$ cat src/rtl/rx_ring_pkg.sv
package rx_ring_pkg;
  localparam logic [15:0] OFS_CTRL    = 16'h0100;
  localparam logic [15:0] OFS_BASE_LO = 16'h2800;
  localparam logic [15:0] OFS_BASE_HI = 16'h2804;
  localparam logic [15:0] OFS_LEN     = 16'h2808;
  localparam logic [15:0] OFS_HEAD    = 16'h2810;
  localparam logic [15:0] OFS_TAIL    = 16'h2818;

  localparam int CTRL_EN_BIT = 1;
  localparam logic [7:0] STAT_FORCE_SET = 8'h03;  // done, end of packet
  localparam logic [7:0] ERR_KEEP_MASK  = 8'hE7;  // bits 4:3 reserved

  typedef struct packed {
    logic [15:0] vlan;
    logic [7:0]  errors;
    logic [7:0]  status;
    logic [15:0] csum;
    logic [15:0] length;
  } wb_rec_t;
endpackage

$ cat src/rtl/rx_ring_regs.sv
module rx_ring_regs
  import rx_ring_pkg::*;
#(
  parameter int IDX_W = 16
) (
  input  logic             clk_i,
  input  logic             rst_ni,
  input  logic             we_i,
  input  logic [15:0]      addr_i,
  input  logic [31:0]      wdata_i,
  output logic [31:0]      rdata_o,
  input  logic [IDX_W-1:0] head_i,
  input  logic [IDX_W-1:0] tail_i,
  output logic             en_o,
  output logic [63:0]      base_o,
  output logic [IDX_W-1:0] cnt_o,
  output logic             len_wr_o,
  output logic             head_wr_o,
  output logic             tail_wr_o,
  output logic [IDX_W-1:0] wr_idx_o
);
  localparam int BLK_W = IDX_W - 3;

  logic             en_q;
  logic [27:0]      base_lo_q;
  logic [31:0]      base_hi_q;
  logic [BLK_W-1:0] blk_q;
  logic [BLK_W-1:0] blk_new;
  logic             idx_ok;

  assign blk_new  = wdata_i[IDX_W+3:7];
  assign wr_idx_o = wdata_i[IDX_W-1:0];
  assign cnt_o    = {blk_q, 3'b000};
  assign idx_ok   = wr_idx_o < cnt_o;

  assign len_wr_o  = we_i && !en_q && addr_i == OFS_LEN && blk_new != '0;
  assign head_wr_o = we_i && !en_q && addr_i == OFS_HEAD && idx_ok;
  assign tail_wr_o = we_i && addr_i == OFS_TAIL && idx_ok;

  always_ff @(posedge clk_i or negedge rst_ni) begin
    if (!rst_ni) begin
      en_q      <= 1'b0;
      base_lo_q <= '0;
      base_hi_q <= '0;
      blk_q     <= '0;
    end else if (we_i) begin
      if (addr_i == OFS_CTRL) en_q <= wdata_i[CTRL_EN_BIT];
      if (!en_q && addr_i == OFS_BASE_LO) base_lo_q <= wdata_i[31:4];
      if (!en_q && addr_i == OFS_BASE_HI) base_hi_q <= wdata_i;
      if (len_wr_o) blk_q <= blk_new;
    end
  end

  assign en_o   = en_q;
  assign base_o = {base_hi_q, base_lo_q, 4'b0000};

  always_comb begin
    rdata_o = '0;
    case (addr_i)
      OFS_CTRL:    rdata_o[CTRL_EN_BIT] = en_q;
      OFS_BASE_LO: rdata_o = {base_lo_q, 4'b0000};
      OFS_BASE_HI: rdata_o = base_hi_q;
      OFS_LEN:     rdata_o = 32'({blk_q, 7'b0000000});
      OFS_HEAD:    rdata_o = 32'(head_i);
      OFS_TAIL:    rdata_o = 32'(tail_i);
      default:     rdata_o = '0;
    endcase
  end


  base_locked_chk: assert property (@(posedge clk_i) disable iff (!rst_ni)
    (en_q && $past(en_q)) |-> ($stable(base_lo_q) && $stable(base_hi_q) && $stable(blk_q)));

  len_min_chk: assert property (@(posedge clk_i) disable iff (!rst_ni)
    $changed(blk_q) |-> blk_q != '0);
endmodule

$ cat src/rtl/rx_ring_ptrs.sv
module rx_ring_ptrs #(
  parameter int IDX_W  = 16,
  parameter int MISS_W = 16
) (
  input  logic              clk_i,
  input  logic              rst_ni,
  input  logic              en_i,
  input  logic [IDX_W-1:0]  cnt_i,
  input  logic              len_wr_i,
  input  logic              head_wr_i,
  input  logic              tail_wr_i,
  input  logic [IDX_W-1:0]  wr_idx_i,
  input  logic              frame_i,
  output logic [IDX_W-1:0]  head_o,
  output logic [IDX_W-1:0]  tail_o,
  output logic              avail_o,
  output logic              take_o,
  output logic              drop_o,
  output logic [MISS_W-1:0] miss_o
);
  logic [IDX_W-1:0]  head_q, tail_q, head_inc;
  logic [MISS_W-1:0] miss_q;
  logic              drop_q, miss_now;

  assign avail_o  = en_i && head_q != tail_q;
  assign take_o   = frame_i && avail_o;
  assign miss_now = frame_i && en_i && head_q == tail_q;
  assign head_inc = (head_q == cnt_i - 1'b1) ? '0 : head_q + 1'b1;

  always_ff @(posedge clk_i or negedge rst_ni) begin
    if (!rst_ni) begin
      head_q <= '0;
      tail_q <= '0;
      miss_q <= '0;
      drop_q <= 1'b0;
    end else begin
      drop_q <= miss_now;
      if (miss_now) miss_q <= miss_q + 1'b1;
      if (len_wr_i) begin
        head_q <= '0;
        tail_q <= '0;
      end else begin
        if (head_wr_i) head_q <= wr_idx_i;
        else if (take_o) head_q <= head_inc;
        if (tail_wr_i) tail_q <= wr_idx_i;
      end
    end
  end

  assign head_o = head_q;
  assign tail_o = tail_q;
  assign drop_o = drop_q;
  assign miss_o = miss_q;


  head_range_chk: assert property (@(posedge clk_i) disable iff (!rst_ni)
    (en_i && cnt_i != '0) |-> head_q < cnt_i);

  miss_step_chk: assert property (@(posedge clk_i) disable iff (!rst_ni)
    miss_now |=> (drop_q && miss_q == $past(miss_q) + 1'b1 && head_q == $past(head_q)));

  idle_chk: assert property (@(posedge clk_i) disable iff (!rst_ni)
    (!en_i && !len_wr_i && !head_wr_i) |=> ($stable(head_q) && !drop_q));
endmodule

$ cat src/rtl/rx_ring_wb.sv
module rx_ring_wb
  import rx_ring_pkg::*;
#(
  parameter int IDX_W = 16
) (
  input  logic             clk_i,
  input  logic             rst_ni,
  input  logic             take_i,
  input  logic [63:0]      base_i,
  input  logic [IDX_W-1:0] head_i,
  input  logic [15:0]      len_i,
  input  logic [15:0]      csum_i,
  input  logic [7:0]       status_i,
  input  logic [7:0]       err_i,
  input  logic [15:0]      vlan_i,
  output logic [63:0]      desc_addr_o,
  output logic             wb_valid_o,
  output logic [63:0]      wb_addr_o,
  output logic [63:0]      wb_data_o
);
  wb_rec_t rec;
  logic    valid_q;
  logic [63:0] addr_q, data_q;

  assign desc_addr_o = base_i + 64'({head_i, 4'b0000});

  always_comb begin
    rec.length = len_i;
    rec.csum   = csum_i;
    rec.status = status_i | STAT_FORCE_SET;
    rec.errors = err_i & ERR_KEEP_MASK;
    rec.vlan   = vlan_i;
  end

  always_ff @(posedge clk_i or negedge rst_ni) begin
    if (!rst_ni) begin
      valid_q <= 1'b0;
      addr_q  <= '0;
      data_q  <= '0;
    end else begin
      valid_q <= take_i;
      if (take_i) begin
        addr_q <= desc_addr_o + 64'd8;
        data_q <= rec;
      end
    end
  end

  assign wb_valid_o = valid_q;
  assign wb_addr_o  = addr_q;
  assign wb_data_o  = data_q;


  wb_follow_chk: assert property (@(posedge clk_i) disable iff (!rst_ni)
    take_i |=> (wb_valid_o && wb_addr_o[3:0] == 4'h8));

  wb_origin_chk: assert property (@(posedge clk_i) disable iff (!rst_ni)
    wb_valid_o |-> $past(take_i));
endmodule

$ cat src/rtl/rx_ring_engine.sv
module rx_ring_engine #(
  parameter int IDX_W  = 16,
  parameter int MISS_W = 16
) (
  input  logic              clk_i,
  input  logic              rst_ni,
  input  logic              reg_we_i,
  input  logic [15:0]       reg_addr_i,
  input  logic [31:0]       reg_wdata_i,
  output logic [31:0]       reg_rdata_o,
  input  logic              frame_valid_i,
  input  logic [15:0]       frame_len_i,
  input  logic [15:0]       frame_csum_i,
  input  logic [7:0]        frame_status_i,
  input  logic [7:0]        frame_err_i,
  input  logic [15:0]       frame_vlan_i,
  output logic [63:0]       desc_addr_o,
  output logic              desc_avail_o,
  output logic              wb_valid_o,
  output logic [63:0]       wb_addr_o,
  output logic [63:0]       wb_data_o,
  output logic              drop_o,
  output logic [MISS_W-1:0] miss_cnt_o
);
  logic             en, len_wr, head_wr, tail_wr, take;
  logic [63:0]      base;
  logic [IDX_W-1:0] cnt, wr_idx, head, tail;

  rx_ring_regs #(.IDX_W(IDX_W)) u_regs (
    .clk_i, .rst_ni,
    .we_i(reg_we_i), .addr_i(reg_addr_i), .wdata_i(reg_wdata_i), .rdata_o(reg_rdata_o),
    .head_i(head), .tail_i(tail),
    .en_o(en), .base_o(base), .cnt_o(cnt),
    .len_wr_o(len_wr), .head_wr_o(head_wr), .tail_wr_o(tail_wr), .wr_idx_o(wr_idx)
  );

  rx_ring_ptrs #(.IDX_W(IDX_W), .MISS_W(MISS_W)) u_ptrs (
    .clk_i, .rst_ni,
    .en_i(en), .cnt_i(cnt), .len_wr_i(len_wr), .head_wr_i(head_wr), .tail_wr_i(tail_wr),
    .wr_idx_i(wr_idx), .frame_i(frame_valid_i),
    .head_o(head), .tail_o(tail), .avail_o(desc_avail_o), .take_o(take),
    .drop_o(drop_o), .miss_o(miss_cnt_o)
  );

  rx_ring_wb #(.IDX_W(IDX_W)) u_wb (
    .clk_i, .rst_ni,
    .take_i(take), .base_i(base), .head_i(head),
    .len_i(frame_len_i), .csum_i(frame_csum_i), .status_i(frame_status_i),
    .err_i(frame_err_i), .vlan_i(frame_vlan_i),
    .desc_addr_o(desc_addr_o), .wb_valid_o(wb_valid_o),
    .wb_addr_o(wb_addr_o), .wb_data_o(wb_data_o)
  );


  tail_race_chk: assert property (@(posedge clk_i) disable iff (!rst_ni)
    (frame_valid_i && en && head == tail && tail_wr) |=> (drop_o && !wb_valid_o));
endmodule

$ cat config.mk
export PLATFORM = sky130hd
export DESIGN_NAME = rx_ring_engine
export DESIGN_NICKNAME = d
export VERILOG_FILES = /design/src/rtl/rx_ring_pkg.sv /design/src/rtl/rx_ring_regs.sv /design/src/rtl/rx_ring_ptrs.sv /design/src/rtl/rx_ring_wb.sv /design/src/rtl/rx_ring_engine.sv
export SDC_FILE = /design/constraint.sdc
export NUM_CORES = 1
export LEC_CHECK = 0
export ABC_AREA = 1
export BUFFER_PORTS_ARGS = -buffer_cell sky130_fd_sc_hd__buf_4
export CAP_MARGIN = 20
export CORE_UTILIZATION = 45
export DETAILED_ROUTE_END_ITERATION = 6
export HOLD_SLACK_MARGIN = 0.06
export PLACE_DENSITY = 0.74
export SYNTH_ARGS = -nofsm -noshare
export SYNTH_HDL_FRONTEND = slang
export SYNTH_SLANG_ARGS = --single-unit
$ cat constraint.sdc
create_clock -name clk_i -period 2.1 [get_ports clk_i]
set_input_delay 0.105 -clock clk_i [delete_from_list [all_inputs] [get_ports clk_i]]
set_output_delay 0.105 -clock clk_i [all_outputs]
set_load 0.1 [all_outputs]
==> impl_metrics.json, run 1 <==
{
  "htreeDepth": 1,
  "synthMuxAreaShare_pct": 0.0771,
  "status": "did not finish",
  "crit_endpoint": "desc_addr_o[47]",
  "io_buffers": 345,
  "die_h_um": 182,
  "synthXorXnorAreaFrac_pct": 5.40,
  "antenna_found_initial": 16,
  "synth_cell_type_count": 47,
  "ys_seq_elements": 245,
  "clk_root_buffer_cell": "clkbuf_16",
  "syn_area_per_cell_um2": 7.16,
  "yosysMostFrequentCell": "nand2_1",
  "cts_buffers": 28,
  "syn_inst": 2040,
  "synthAdderAreaFrac_pct": 2.79,
  "gp_congestion": 0.999,
  "dp_hpwl_um": 49400,
  "yosys-top-cells-count": "799 x nand2_1, 245 x dfrtp_1, 224 x inv_1",
  "clock_sinks": 245,
  "grt_overflow": 192,
  "synth_top_area_share_pct": 42.0,
  "flow.stopped_at": "global routing",
  "ys_warn_count": 0,
  "io_pins": 359,
  "synth_area_leaders": "dfrtp_1 42%, nand2_1 21%, inv_1 5.8%",
  "die_w_um": 182,
  "row_count": 65,
  "synth_top_family_by_area": "simple AND/OR/NAND/NOR gates",
  "worst-ep-kind": "top-level output",
  "synth_edf_count": 0,
  "grt_usage_pct": 86.5,
  "grt_max_degree": 65,
  "initial_core_util_pct": 46.0,
  "cts_buffer_depth": 3,
  "synthSimpleGateAreaFrac_pct": 32.6,
  "synth_compound_area_share_pct": 7.86,
  "ys_seq_area_share_pct": 42.0,
  "synthArstFlopShare_pct": 100,
  "ys.flop_type": "dfrtp_1",
  "synth_top_area_cell": "dfrtp_1",
  "error": "[ERROR GRT-0232] Routing congestion too high. Check the congestion heatmap in the GUI.",
  "synth.cell_area_um2": 14600
}
## layer usage
| layer | overflow | global-route usage, % |
|---|---|---|
| met4 | 75 | 86.5 |
| met2 | 106 | 98.1 |
| met1 | 4 | 85.2 |
| met3 | 7 | 78.2 |
| met5 | 0 | 51.3 |
## kinds of logic after synthesis
family / count (synthesis)
flops: 245
mux: 1
fa+ha+maj: 32
other cells: 1
compound gates: 205
xor+xnor: 90
buf+inv: 319
simple gates: 1147
## stage by stage
stage / setup WS [ns] / util, % / cell area (um^2) / cells
3_5_place_dp: -0.402 / 69.3 / 22000 / 3062
2_1_floorplan: -0.608 / - / 16500 / 2048
4_1_cts: -0.740 / 83.7 / 26500 / 3272
3_3_place_gp: -0.370 / 69.3 / 22000 / 3062
## timing repair
action | in CTS
hold buffers | 95
pin swaps | 132
endpoints found under the hold margin | 388
resized for setup | 505
setup buffers | 60
cloned | 9
endpoints found under the setup margin | 224
==> inputs of run 2 (changes only) <==
CORE_UTILIZATION = 30   (was 45)
HOLD_SLACK_MARGIN = unset   (was 0.06)
PLACE_DENSITY = unset   (was 0.74)
PLACE_DENSITY_LB_ADDON = 0.15   (was unset)
clock period = 2.7 ns   (was 2.1 ns; I/O delays follow)
==> impl_metrics.json, run 2 <==
{
  "finalSetupTns_ns": -3.59,
  "whs_ns": 0.119,
  "r2r_slack_ns": 0.20,
  "clock_sinks": 245,
  "slew_headroom_pct": 53.6,
  "most-common-layout-cells": "725 x nand2_1, 439 x buf_4, 225 x dfrtp_1",
  "multi_input_area_um2": 9030,
  "final_nets": 2755,
  "synth.cell_area_um2": 14600,
  "hold_class": "in2reg",
  "r2r_start": "u_regs.blk_q[0]",
  "htreeDepth": 1,
  "synth_top_area_cell": "dfrtp_1",
  "ys_seq_elements": 245,
  "grt_first_pass_wirelength_um": 93500,
  "path_cells": "ha_4 -> a21oi_1 -> nand2_4 -> a21oi_4 -> o21ai_4 -> nand2_2 -> xor2_4 -> buf_12",
  "min_period_ns": 2.86,
  "io_pins": 359,
  "largest_reg_flops": 61,
  "worst_ep_arrival_time_ns": 2.72,
  "synthToLayoutAreaGrowth_pct": 61.1,
  "grt_overflow": 0,
  "cp_slowest_cell": "dfrtp_1",
  "grt_max_degree": 81,
  "routed_via_density": 4.85,
  "failed_checks": "setup timing",
  "dp_hpwl_um": 48000,
  "syn_inst": 2040,
  "fmax_mhz": 350,
  "die_h_um": 223,
  "r2r_cells": 13,
  "row_count": 80,
  "yosys-top-cells-count": "799 x nand2_1, 245 x dfrtp_1, 224 x inv_1",
  "setup.worst_path.end": "desc_addr_o[24]",
  "worstReg2RegEnd": "u_ptrs.head_o[6]",
  "clkTransAtPathRegs_ns": 0.06,
  "period_share_pct": 106,
  "vdd_drop_max_v": 0.000404,
  "worstPathRequired_ns": 2.57,
  "synth_edf_count": 0,
  "cts_tree": "done",
  "vias": 15700,
  "core_area_um2": 47800,
  "grt_usage_pct": 24.4,
  "path_max_fanout": 5,
  "ys_warn_count": 0,
  "routed_wl_um": 61800,
  "initial_core_util_pct": 30.5,
  "startpoint_type": "flop",
  "synthArstFlopShare_pct": 100,
  "drc": 0,
  "tightestPinTransition_ns": 0.697,
  "antenna_cells": 0,
  "fillers": 4648,
  "p_per_area_nw_per_um2": 453,
  "total_power_uw": 10700,
  "io_buffers": 345,
  "slew_viol_final": 0,
  "gp_congestion": 0.960,
  "setup_ws_ns": -0.155,
  "final_common_cell": "nand2_1",
  "die_w_um": 223,
  "final_core_util_pct": 49.2,
  "synth_area_leaders": "dfrtp_1 42%, nand2_1 21%, inv_1 5.8%",
  "rsz0062_at_grt": "yes",
  "cts_buffers": 29,
  "drt-pass1-iter-count": 5,
  "worstSetupStartpoint": "u_regs.base_lo_q[3]",
  "path_delay_family": "compound AO/OA/AOI/OAI gates",
  "clk_root_buffer_cell": "clkbuf_16",
  "synth_top_area_share_pct": 42.0,
  "yosysMostFrequentCell": "nand2_1",
  "clock_latency_ns": 0.56,
  "path_depth": 8,
  "cts_buffer_depth": 3,
  "ys_seq_area_share_pct": 42.0,
  "synth_cell_type_count": 47,
  "antenna_found_initial": 1,
  "cp-end-kind": "output port",
  "syn_area_per_cell_um2": 7.16,
  "drtIter0Drc": 1041,
  "final.setup_skew_ns": 0.0116,
  "status": "finished with violations",
  "crit_type": "reg2out",
  "setup-violations-final": 43,
  "drv_cap": 0,
  "hold_violations": 0,
  "drive_above_1_share_pct": 32.7,
  "p_leak_uw": 0.0119,
  "grt_pass1_vias": 15700,
  "path_buf_inv": 1,
  "die_area_um2": 49600,
  "ant_nets": 0,
  "pre_cts_ws_ns": 0.00738,
  "critPathMaxStageDelay_ns": 0.42,
  "wl_per_cell_um": 19.1,
  "seq_area_um2": 6160,
  "ys.flop_type": "dfrtp_1"
}
==> run 2: what timing repair did <==
item,in CTS,in global routing
setup endpoints to repair,53,52
setup buffers,35,23
gates resized for setup,352,118
hold buffers,95,0
endpoints found under the hold margin,212,0
pin swaps,59,77
==> run 2: worst reg2reg max path: stages (launching register included) <==
cell	delay (ns)
dfrtp_1	0.45
inv_1	0.16
ha_1	0.32
nand2_1	0.13
nor2_1	0.31
nand3_1	0.11
nand2_1	0.08
nand2_1	0.07
nor3_1	0.23
nand2_2	0.19
nand3_1	0.11
nand2_1	0.05
nand2_1	0.07
nand2_1	0.09
==> run 2: per-stage QoR <==
stage,instance area (um^2),std cells
after floorplan,15300,2048
after global placement,19200,3041
final,23500,3239
after CTS,22900,3217
after global routing,23500,3239
after detailed placement,19200,3041
==> run 2: worst min-delay path by stage <==
stage,from,endpoint,depth (start not counted)
3_3_place_gp,rst_ni,u_wb.wb_data_o[46],1
4_1_cts,frame_valid_i,u_ptrs.drop_o,4
3_5_place_dp,rst_ni,u_wb.wb_data_o[52],1
2_1_floorplan,rst_ni,u_ptrs.drop_o,0
6_report,frame_valid_i,u_ptrs.drop_o,4
5_1_grt,frame_valid_i,u_ptrs.drop_o,4
==> run 2: cell type report <==
type	count	area share (%)
Multi-Input combinational cell	1484	38.4
Sequential cell	245	26.2
Timing Repair Buffer	617	24.3
Inverter	230	3.69
Clock buffer	37	3.38
Tap cell	615	3.27
Clock inverter	11	0.787
==> run 2: metal layers <==
metal / global-route usage [%] / up-vias / wire length, um
met5: 0 / - / 13
met1: 32.1 / 7488 / 26800
li1: - / 7578 / -
met3: 3.25 / 95 / 3400
met2: 41.6 / 539 / 29700
met4: 7.52 / 4 / 1890
==> run 2: cell families after synthesis <==
kind of cell / count (synthesis) / synth area share [%]
multiplexers: 1 / 0.0771
flip-flops: 245 / 42.0
buffers and inverters: 319 / 9.24
AND/OR/NAND/NOR: 1147 / 32.6
AO/OA/AOI/OAI: 205 / 7.87
XOR/XNOR: 90 / 5.40
adder cells (fa/ha/maj): 32 / 2.79
other: 1 / 0.0257
==> run 2: power by group <==
| part | internal [uW] | leakage [uW] | switching [uW] |
|---|---|---|---|
| Clock | 2530 | 0.000477 | 1570 |
| Sequential | 3820 | 0.00315 | 122 |
| Combinational | 724 | 0.00824 | 1890 |
Power figures use the tool's default switching activity.
==> inputs of run 3 (changes only) <==
ABC_AREA = unset   (was 1)
CTS_CLUSTER_SIZE = 40   (was unset)
SKIP_LAST_GASP = 1   (was unset)
==> impl_metrics.json, run 3 <==
{
  "drt-pass1-iter-count": 5,
  "synth.cell_area_um2": 13300,
  "setup-violations-final": 61,
  "syn_inst": 1441,
  "worstPathRequired_ns": 2.57,
  "drc": 0,
  "gp_congestion": 0.932,
  "yosys-top-cells-count": "346 x nand2_1, 245 x dfrtp_1, 82 x mux2_2, 82 x nor2_1, 60 x clkbuf_1",
  "p_leak_uw": 0.0111,
  "status": "finished with violations",
  "synth_edf_count": 0,
  "ys.flop_type": "dfrtp_1",
  "failed_checks": "setup timing",
  "io_pins": 359,
  "setup_ws_ns": -0.605,
  "clock_latency_ns": 0.58,
  "clock_sinks": 245,
  "htreeDepth": 1,
  "crit_type": "reg2out",
  "ys_warn_count": 0,
  "fillers": 3967,
  "fmax_mhz": 303,
  "row_count": 76,
  "most-common-layout-cells": "508 x buf_4, 317 x nand2_1, 240 x dfrtp_1",
  "slew_headroom_pct": 46.8,
  "synth_top_area_share_pct": 46.3,
  "ys_seq_area_share_pct": 46.3,
  "clk_root_buffer_cell": "clkbuf_16",
  "rsz0062_at_grt": "yes",
  "routed_wl_um": 53400,
  "wl_per_cell_um": 19.8,
  "cp-end-kind": "output port",
  "dp_hpwl_um": 38800,
  "final_common_cell": "buf_4",
  "period_share_pct": 122,
  "io_buffers": 345,
  "vdd_drop_max_v": 0.000470,
  "clkTransAtPathRegs_ns": 0.06,
  "hold_violations": 0,
  "cts_buffers": 31,
  "slew_viol_final": 0,
  "initial_core_util_pct": 30.6,
  "vias": 13300,
  "yosysMostFrequentCell": "nand2_1",
  "drv_cap": 0,
  "core_area_um2": 43400,
  "grt_pass1_vias": 13500,
  "min_period_ns": 3.31,
  "synth_cell_type_count": 69,
  "ys_seq_elements": 245,
  "die_area_um2": 45000,
  "routed_via_density": 4.95,
  "cts_tree": "done",
  "p_per_area_nw_per_um2": 375,
  "hold_class": "in2reg",
  "synthArstFlopShare_pct": 100,
  "grt_usage_pct": 23.2,
  "whs_ns": 0.0163,
  "path_max_fanout": 6,
  "tightestPinTransition_ns": 0.795,
  "drtIter0Drc": 1079,
  "ant_nets": 0,
  "drive_above_1_share_pct": 43.6,
  "syn_area_per_cell_um2": 9.20,
  "synth_top_area_cell": "dfrtp_1",
  "antenna_found_initial": 0,
  "synth_area_leaders": "dfrtp_1 46%, nand2_1 9.8%, mux2_2 7.0%",
  "grt_overflow": 0,
  "final_nets": 2232,
  "grt_max_degree": 76,
  "grt_first_pass_wirelength_um": 80000,
  "seq_area_um2": 6140,
  "worst_ep_arrival_time_ns": 3.17,
  "synthToLayoutAreaGrowth_pct": 70.2,
  "multi_input_area_um2": 8180,
  "largest_reg_flops": 61,
  "startpoint_type": "flop",
  "final.setup_skew_ns": 0.0212,
  "die_w_um": 212,
  "finalSetupTns_ns": -25.17,
  "cts_buffer_depth": 3,
  "die_h_um": 212
}
==> run 3: changes by cell type after synthesis, sizes merged, moves of 32 or more <==
cell	previous run	this run
o21ai	126	62
nor2	119	82
mux2	1	82
nand3	116	48
nand2	807	346
nand4	47	15
inv	228	46
==> run 3: path summary, 6_finish.rpt <==
path                                 startpoint                 end  slack (ns)  depth (start not counted)
hold / removal                    frame_valid_i       u_ptrs.drop_o        0.02                          4
setup / recovery           u_regs.base_lo_q[26]     desc_addr_o[47]       -0.61                          9
hold reg to reg               u_ptrs.miss_o[15]   u_ptrs.miss_o[15]        0.47                          1
max in group asynchronous                rst_ni  u_wb.wb_data_o[46]        1.80                          3
min in group asynchronous                rst_ni  u_wb.wb_data_o[15]        0.08                          2
setup reg to reg                u_regs.blk_q[2]    u_ptrs.head_o[6]       -0.04                         10
==> run 3: power breakdown <==
group | total, uW | switching (uW) | internal, uW
combinational | 577 | 330 | 247
sequential | 3680 | 3.89 | 3680
clock | 4210 | 1670 | 2530
==> run 3: cells by family after synthesis <==
group                      share of synthesized area (%)
AOI/OAI and AO/OA                                   11.7
xor gates and xnor gates                            5.35
adders and majority gates                           3.08
buffers and inverters                               4.46
DFF                                                 46.3
muxes                                               7.80
other                                             0.0283
and+or+nand+nor                                     21.3
==> run 3: layout make-up <==
type / instances / area share, %
antenna: 1 / 0.0111
clock buffer: 42 / 4.02
clock inverter: 15 / 0.649
inverter: 47 / 0.804
multi-input combinational: 1071 / 36.3
sequential: 245 / 27.2
tap: 585 / 3.24
timing repair buffer: 688 / 27.8
==> run 3: layer usage <==
metal | vias up | share of wire (%) | track usage [%]
li1 | 6324 | - | -
met1 | 6485 | 43 | 30.5
met2 | 462 | 47 | 38.5
met3 | 73 | 6.9 | 4.17
met4 | 0 | 2.7 | 6.90
met5 | - | 0 | 0
==> run 3: worst max-delay path: stages (launching register included) <==
cell     delay (ns)
dfrtp_2        0.35
and3_4         0.20
nand3_4        0.07
or4_4          0.51
or3_4          0.39
o22a_4         0.27
buf_6          0.13
or3_4          0.40
nand2_8        0.08
buf_12         0.17
==> run 3: repair_timing <==
item	in CTS	in global routing
hold endpoints to repair	409	0
setup endpoints to repair	68	93
setup buffers	14	22
hold buffers	94	0
resized for setup	228	72
gates cloned	4	2
pin swaps	30	57
==> run 3: through the flow <==
step | area (um^2) | setup slack, ns | utilization [%] | total power [uW] | cells
2_1_floorplan | 14400 | -0.550 | - | 3910 | 1449
3_3_place_gp | 19000 | -0.204 | 43.8 | 4210 | 2502
3_5_place_dp | 19000 | -0.204 | 43.8 | 4210 | 2502
4_1_cts | 22100 | -0.701 | 51.0 | 8590 | 2671
5_1_grt | 22600 | -0.739 | 52.0 | 8770 | 2693
6_report | 22600 | -0.605 | 52.0 | 8470 | 2694
